File: src/rtl/irq_vector_router.sv
module irq_vector_router #(
  parameter int NUM_LINES = 7,
  parameter int ADDR_W    = 6
) (
  input  logic              clk,
  input  logic              rst_n,
  input  logic              cause_valid,
  input  logic [2:0]        cause_idx,
  input  logic              cause_level,
  input  logic              reg_wr,
  input  logic [ADDR_W-1:0] reg_addr,
  input  logic [63:0]       reg_wdata,
  output logic [63:0]       reg_rdata,
  output logic [NUM_LINES-1:0] line_out,
  output logic [18:0]       base_offset,
  output logic              cfg_valid,
  output logic [13:0]       cfg_dest,
  output logic [7:0]        cfg_prio,
  output logic [2:0]        cfg_src,
  output logic              err
);
  localparam int NUM_VEC   = 6;
  localparam int NUM_CAUSE = 7;
  localparam int SRC_W     = 3;
  localparam int DEST_W    = 16;
  localparam int PRIO_W    = 8;
  localparam int CMP_W     = 19;
  localparam logic [ADDR_W-1:0] A_CTRL = ADDR_W'(6'h0E);
  localparam logic [ADDR_W-1:0] A_VEC0 = ADDR_W'(6'h10);
  localparam logic [ADDR_W-1:0] A_STAT = ADDR_W'(6'h15);
  localparam logic [ADDR_W-1:0] A_VEC1 = ADDR_W'(6'h16);
  localparam logic [ADDR_W-1:0] A_VEC5 = ADDR_W'(6'h1A);
  localparam logic [ADDR_W-1:0] A_CMP  = ADDR_W'(6'h1B);

  logic [NUM_VEC-1:0][DEST_W-1:0] dest_q, dest_n;
  logic [NUM_VEC-1:0][PRIO_W-1:0] prio_q, prio_n;
  logic [NUM_VEC-1:0][SRC_W-1:0]  src_q,  src_n;
  logic [NUM_VEC-1:0]             pend_q, pend_n;
  logic [1:0]                     link_q, link_n;
  logic [4:0]                     stat_q, stat_n;
  logic [CMP_W-1:0]               cmp_q,  cmp_n;
  logic [3:0]                     flg_q,  flg_n;
  logic [NUM_LINES-1:0]           line_q, line_n;
  logic                           err_n, cfgv_n;

  logic       wv_hit, rv_hit;
  logic [2:0] wv_idx, rv_idx, ev_vec, sbit;
  logic       ev_active;
  logic [SRC_W-1:0] wsrc;
  logic       unused_wdata;

  function automatic logic [3:0] vec_of(input logic [ADDR_W-1:0] a);
    if (a == A_VEC0) return 4'b1000;
    if (a >= A_VEC1 && a <= A_VEC5) return {1'b1, 3'(a - A_VEC1 + 1'b1)};
    return 4'b0000;
  endfunction

  assign {wv_hit, wv_idx} = vec_of(reg_addr);
  assign {rv_hit, rv_idx} = vec_of(reg_addr);
  assign wsrc   = reg_wdata[31:29];
  assign ev_vec = (cause_idx < 3'd2) ? 3'd0 : cause_idx - 3'd1;
  assign sbit   = 3'd6 - cause_idx;
  assign unused_wdata = ^reg_wdata[28:0];

  always_comb begin
    dest_n = dest_q; prio_n = prio_q; src_n = src_q; pend_n = pend_q;
    link_n = link_q; stat_n = stat_q; cmp_n = cmp_q; flg_n = flg_q;
    line_n = line_q; err_n = 1'b0; cfgv_n = 1'b0; ev_active = 1'b0;
    if (reg_wr && wv_hit) begin
      dest_n[wv_idx] = reg_wdata[55:40];
      prio_n[wv_idx] = reg_wdata[39:32];
      src_n[wv_idx]  = wsrc;
      if (&reg_wdata[39:32]) pend_n[wv_idx] = 1'b0;
      if (32'(wsrc) >= NUM_LINES) err_n = 1'b1;
      else cfgv_n = 1'b1;
    end
    if (reg_wr && reg_addr == A_CMP) begin
      cmp_n = reg_wdata[63:45];
      flg_n = reg_wdata[35:32];
    end
    if (cause_valid) begin
      if (32'(cause_idx) >= NUM_CAUSE) begin
        err_n = 1'b1;
      end else begin
        ev_active = cause_level;
        if (cause_idx < 3'd2) begin
          link_n[~cause_idx[0]] = cause_level;
          if (!cause_level && |link_n) ev_active = 1'b1;
        end else begin
          stat_n[sbit] = cause_level;
        end
        if (32'(src_n[ev_vec]) >= NUM_LINES) err_n = 1'b1;
        else if (cause_level) line_n[src_n[ev_vec]] = 1'b1;
        else if (!ev_active) line_n[src_n[ev_vec]] = 1'b0;
        pend_n[ev_vec] = ev_active && !(&prio_n[ev_vec]);
      end
    end
  end

  always_ff @(posedge clk) begin
    if (!rst_n) begin
      for (int i = 0; i < NUM_VEC; i++) begin
        dest_q[i] <= '0;
        prio_q[i] <= '1;
        src_q[i]  <= SRC_W'(i);
      end
      pend_q <= '0; link_q <= '0; stat_q <= '0;
      cmp_q <= '0; flg_q <= '0; line_q <= '0;
      err <= 1'b0; cfg_valid <= 1'b0;
      cfg_dest <= '0; cfg_prio <= '0; cfg_src <= '0;
    end else begin
      dest_q <= dest_n; prio_q <= prio_n; src_q <= src_n; pend_q <= pend_n;
      link_q <= link_n; stat_q <= stat_n; cmp_q <= cmp_n; flg_q <= flg_n;
      line_q <= line_n; err <= err_n; cfg_valid <= cfgv_n;
      if (cfgv_n) begin
        cfg_dest <= reg_wdata[55:42];
        cfg_prio <= reg_wdata[39:32];
        cfg_src  <= wsrc;
      end
    end
  end

  always_comb begin
    reg_rdata = '1;
    if (rv_hit)
      reg_rdata = {8'h00, dest_q[rv_idx], prio_q[rv_idx], src_q[rv_idx],
                   4'h0, pend_q[rv_idx], 24'h0};
    else if (reg_addr == A_CTRL)
      reg_rdata = {16'h0, link_q, 46'h0};
    else if (reg_addr == A_STAT)
      reg_rdata = {27'h0, stat_q, 32'h0};
    else if (reg_addr == A_CMP)
      reg_rdata = {cmp_q, 9'h0, flg_q, 32'h0};
  end

  assign line_out    = line_q;
  assign base_offset = cmp_q;
endmodule


File: config.mk
export PLATFORM = sky130hd
export DESIGN_NAME = irq_vector_router
export DESIGN_NICKNAME = d
export VERILOG_FILES = /design/src/rtl/irq_vector_router.sv
export SDC_FILE = /design/constraint.sdc
export NUM_CORES = 1
export LEC_CHECK = 0
export CELL_PAD_IN_SITES_DETAIL_PLACEMENT = 2
export CELL_PAD_IN_SITES_GLOBAL_PLACEMENT = 2
export CORE_MARGIN = 5
export CORE_UTILIZATION = 24
export DETAILED_ROUTE_END_ITERATION = 7
export GPL_ROUTABILITY_DRIVEN = 1
export PLACE_DENSITY = 0.74
export SYNTH_ARGS = -nofsm -noshare
export SYNTH_HDL_FRONTEND = slang
export SYNTH_SLANG_ARGS = --single-unit
File: constraint.sdc
create_clock -name clk -period 4.42 [get_ports clk]
set_input_delay 0.442 -clock clk [delete_from_list [all_inputs] [get_ports clk]]
set_output_delay 0.442 -clock clk [all_outputs]
set_load 0.05 [all_outputs]
## Word-level counts from Yosys, hierarchy flattened

Index checks and enable logic that the tools add are counted.

| word-level totals | value |
|---|---|
| word-level logic and storage cells | 146 |
| memories kept | 0 |
| bits in writable memories | 0 |
| flip-flop bits (word level) | 232 |
| output and inout bits | 117 |
| latch bits | 0 |
| input bits | 78 |
| bits in read-only memories | 0 |

| cells by class | value |
|---|---|
| $mul | 0 |
| magnitude comparators | 16 |
| shift operators | 0 |
| eq/ne operators | 5 |
| reduce and logical (&&, ||, !) cells | 18 |
| multiplexer cells | 65 |
| $add $sub $neg | 4 |
| bitwise operators | 9 |
| div/mod/pow operators | 0 |

Operator list:

| cell | count |
|---|---|
| 2-to-1 mux 64 bit | 4 |
| bitwise mux 96 bit | 1 |
| binary-select mux 16 bit (select 3 bit) | 1 |
| binary-select mux 8 bit (select 3 bit) | 2 |
| bitwise mux 48 bit | 1 |
| demux 16 bit (select 3 bit) | 1 |
| 2-to-1 mux 48 bit | 1 |
| 2-to-1 mux 16 bit | 2 |
| demux 8 bit (select 3 bit) | 1 |
| 2-to-1 mux 6 bit | 4 |
| 2-to-1 mux 8 bit | 3 |
| 2-to-1 mux 1 bit | 20 |
| binary-select mux 3 bit (select 3 bit) | 2 |
| bitwise mux 18 bit | 1 |
| == test 6 x 5 -> 1 bit (second input constant) | 3 |
| 2-to-1 mux 18 bit | 1 |
| < comparator 3 x 4 -> 1 bit (second input constant) | 4 |
| 2-to-1 mux 4 bit | 4 |
| AND reduction 8 bit | 2 |
| 2-to-1 mux 7 bit | 2 |
| demux 1 bit (select 3 bit) | 4 |
| >= comparator 3 x 1 -> 1 bit (second input constant) | 4 |
| 2-to-1 mux 3 bit | 4 |
| logical AND 1 bit | 10 |
| 28 further kinds | 35 |

## Longest topological paths before layout

| logic depth | value |
|---|---|
| word-level depth | 22 |
| gate-level depth with buffers | 14 |
| mapped depth without buffers | 10 |

## Least setup slack after synthesis

No wires, ideal clock.

| timing path | value |
|---|---|
| path kind | in2out |
| start point | input port reg_addr[0] |
| end point | output port reg_rdata[50] |
| setup slack | 0.298 ns |
| stages | 12 |
| buffers on the path | 4 |
| arrival time | 3.680 ns |
| required time | 3.978 ns |
| path through | clkbuf_1 > inv_1 > ha_1 > or2_2 > a22o_4 > buf_6 > buf_4 > o21ai_1 > clkbuf_1 > a221o_1 > a21oi_1 > o21ai_0 |

| between the ends | value |
|---|---|
| word-level cells in the longest chain between the ends | 9 |
| elaborated cells between the ends (all ways) | 21 |
| those cells by class | add/sub (2); order compare (2); eq/ne (4); mux (12); reduce/logical (1) |

Ends and longest elaborated chain:

| element | RTL line | RTL |
|---|---|---|
| from (decl) | 11 | `input logic [ADDR_W-1:0] reg_addr,` |
| branches (longest 8 deep; another with subtractor 3 bit) | -- |  |
| 2-to-1 mux 64 bit * | 125 | `if (rv_hit)` |
| to (decl) | 13 | `output logic [63:0] reg_rdata,` |

Mark *: on every way between the ends. The select of a mux whose other input is x is not followed.

## Worst setup path in the final report

| timing path | value |
|---|---|
| start point | input port reg_addr[1] |
| end point | output port reg_rdata[24] |

| between the ends | value |
|---|---|
| word-level cells in the longest chain between the ends | 9 |
| elaborated cells between the ends (all ways) | 21 |
| those cells by class | add/sub (2); order compare (2); eq/ne (4); mux (12); reduce/logical (1) |

Ends and longest elaborated chain:

| element | RTL line |
|---|---|
| branches (longest 8 deep; another with subtractor 3 bit) | -- |
| 2-to-1 mux 64 bit * | 125 |

Marked as above.

==> results.cfg <==
[detailed_routing]
wl_per_cell_um = 22.3
dr.pass1.iters = 5
drtIter0Drc = 522
num_vias = 11200
route.detailed.drc = 0
viasPerCell = 5.14
drt_wl_total_mm = 48.7
antenna_left = 0

[placement]
place_ws_ns = 0.298
gp_congestion = 0.847
dpl_cell_area_mm2 = 0.0141
place_inst = 2136
place_hpwl_mm = 33.6
portBuffers = 165

[worst_hold_path]
min_path_cells = 2
hold_path_class = input port to register

[pwr]
p_leak_nw = 5.59
power.density_mw_per_mm2 = 346
max-vdd-ir-drop_uv = 219

[setup_path]
cp_top_family = buffers and inverters
critPathSlowestCell = o21ai_2
worstRegToRegCells = 7
path_cells = clkdlybuf4s50_1, inv_1, ha_1, nand2_1, o21ai_2, buf_4, a221oi_1, o21ai_0, buf_12
cp.arrival_ns = 3.64
cp-end-kind = output port
cp_data_required_time_ns = 3.98
crit_path_start_kind = input port
worst-path-buf-inv = 4
max_stage_delay_ns = 0.69
cp_max_fo = 12
path_class = input port to output port
cp.depth = 9

[floorplanning]
num_io_pins = 195
num_rows = 80
chipHeight_um = 229
die_w_um = 229
core_area_mm2 = 0.0475
dieArea_mm2 = 0.0523
start_util_pct = 24.1

[global_route]
antenna_found_initial = 0
grt_max_degree = 122
grt_pass1_wl_mm = 73.8
grt_pass1_vias = 12000
grt_overflow_total = 0
grt_usage_pct = 17.7

[layout]
postLayoutCoreUtil_pct = 31.4
area_growth_syn_to_layout_pct = 30.3
drive_gt1_share_pct = 12.8
final_cell_mix = nand2_1 (434), dfxtp_1 (232), a21boi_0 (133)
layout_commonest_cell = nand2_1
regArea_mm2 = 0.00464
nFillCells = 5346
finalNetCount = 1637
fin_cells = 2184
multi_input_area_mm2 = 0.00607
fin_area_mm2 = 0.0150

[cts]
cts_resized = 0
cts_setup_buffers = 0
insertion_delay_ns = 0.58
clkSlewWorstSetupHoldPaths_ns = 0.06
hold_buffers = 0
cts.root.buffer_cell = clkbuf_16
numClockSinks = 232
cts_buffer_depth = 3
cts_tree = built
htree_num_levels = 1
numCtsBuffers = 28

[synthesis]
yosysSeqAreaShare_pct = 40.5
postSynthAreaPerCell_um2 = 7.92
ys_async_sr_fraction_pct = 0
ys_seq_elements = 232
synth.distinct_cells = 71
synth_fp_nets = 1535
synth_edf_count = 0
synth_warnings = 0
netlist_instances = 1449
netlist_area_mm2 = 0.0115
synth_ff_type = dfxtp_1

[timing]
finalMaxSlewViolations = 0
tns_ns = 0
timing.slew.headroom_pct = 18.2
worst_pin_slew_ns = 1.22
period_needed_ns = 4.08
rsz0062_at_grt = no
fmax_ghz = 0.245
fin_crit_sh_pct = 92.4
hold_viol_final = 0
fin_ws_ns = 0.335
fin_skew_ns = 0.0409
setup_viol = 0

[outcome]
status = finished, final reports clean

[run]
cap_viol_max_count = 0
where the power goes:
group	switching, mW	internal (mW)	leakage, nW
Sequential	0.0122	2.11	1.87
Clock	0.940	1.30	0.430
Combinational	0.502	0.301	3.28
cells in the mapped netlist (3+ instances only):
master / n / area share [%]
nand2_1: 434 / 14
dfxtp_1: 232 / 40
a21boi_0: 133 / 8.7
clkbuf_1: 77 / 2.5
nand3_1: 76 / 3.3
o21ai_0: 59 / 2.6
mux2i_1: 54 / 4.7
nor2_1: 48 / 1.6
buf_4: 38 / 2.5
a21oi_1: 33 / 1.4
a21boi_1: 16 / 1.0
buf_1: 15 / 0.49
buf_2: 15 / 0.65
a221oi_1: 13 / 0.99
a22oi_1: 13 / 0.85
nor2b_1: 13 / 0.71
a221o_1: 12 / 1.0
o21ai_1: 12 / 0.52
nand4_1: 11 / 0.60
o221ai_1: 11 / 0.84
inv_1: 9 / 0.29
nor3_1: 9 / 0.39
ha_1: 8 / 0.87
o2bb2ai_1: 8 / 0.61
o2111ai_1: 7 / 0.53
o211ai_1: 6 / 0.39
or3_1: 6 / 0.33
a222oi_1: 4 / 0.35
and3_1: 4 / 0.22
clkbuf_2: 4 / 0.17
a211oi_1: 3 / 0.20
a22oi_2: 3 / 0.33
and2_1: 3 / 0.16
and3b_1: 3 / 0.23
buf_6: 3 / 0.29
nand2b_1: 3 / 0.16
nor3_2: 3 / 0.26
nor4_1: 3 / 0.16
o211a_1: 3 / 0.26
o221a_2: 3 / 0.29
or2_2: 3 / 0.16
kinds of logic (layout without fill, tap and decap cells):
family	Yosys count	in the layout	synth area share (%)
buffers and inverters	161	279	6.91
multiplexers	57	57	5.00
AND/OR/NAND/NOR	633	633	23.7
other	0	2	0
XOR/XNOR	3	3	0.360
adder cells (fa/ha/maj)	8	8	0.872
AO/OA/AOI/OAI	355	355	22.7
flip-flops	232	232	40.5
final cells by class:
class	instances	area share [%]
multi-input cells	1056	40.6
flip-flops and latches	232	31.1
repair buffers	224	17.1
clock buffers	40	5.32
well taps	615	5.15
clock inverters	6	0.536
inverters	9	0.226
diodes	2	0.0335
final timing paths:
check | endpoint | slack, ns | startpoint
worst min register to register | cfg_dest[7] | 0.46 | cfg_dest[7]
worst max register to register | pend_q[1] | 2.45 | prio_q[43]
worst min-delay path | src_q[10] | 0.41 | rst_n
worst max-delay path | reg_rdata[24] | 0.34 | reg_addr[1]
state kept, by name, indices dropped and copies added, names as in the netlist, named ones only:
signal and count:
base_offset 19, cfg_dest 14, cfg_prio 8, cfg_src 3, cfg_valid 1, dest_q 96, err 1, flg_q 4
link_q 2, pend_q 6, prio_q 48, src_q 18, stat_q 5
routing by layer:
metal  routed length (um)  up-vias  GRT usage (%)  part of all wire, %
li1                     -     5173              -                    -
met1                21100     5723           22.1                   43
met2                24000      248           31.5                   49
met3                 2040       85           2.76                  4.2
met4                 1490        0           5.48                  3.1
met5                    0        -              0                    0
worst reg2reg max path: stages, from the launching register on:
cell and delay [ns]:
dfxtp_1 0.37, nand4_1 0.16, a21oi_1 0.18, a211oi_1 0.08, o32ai_1 0.35, a221oi_2 0.09, o41ai_4 0.46, o21ai_1 0.15
through the flow:
stage,hold WS (ns),power (mW)
2_1_floorplan,0.441,2.63
3_3_place_gp,0.443,2.96
3_5_place_dp,0.454,2.98
4_1_cts,0.369,5.23
5_1_grt,0.427,5.34
6_report,0.409,5.17
Note: power is estimated with default switching activity, not from simulation.
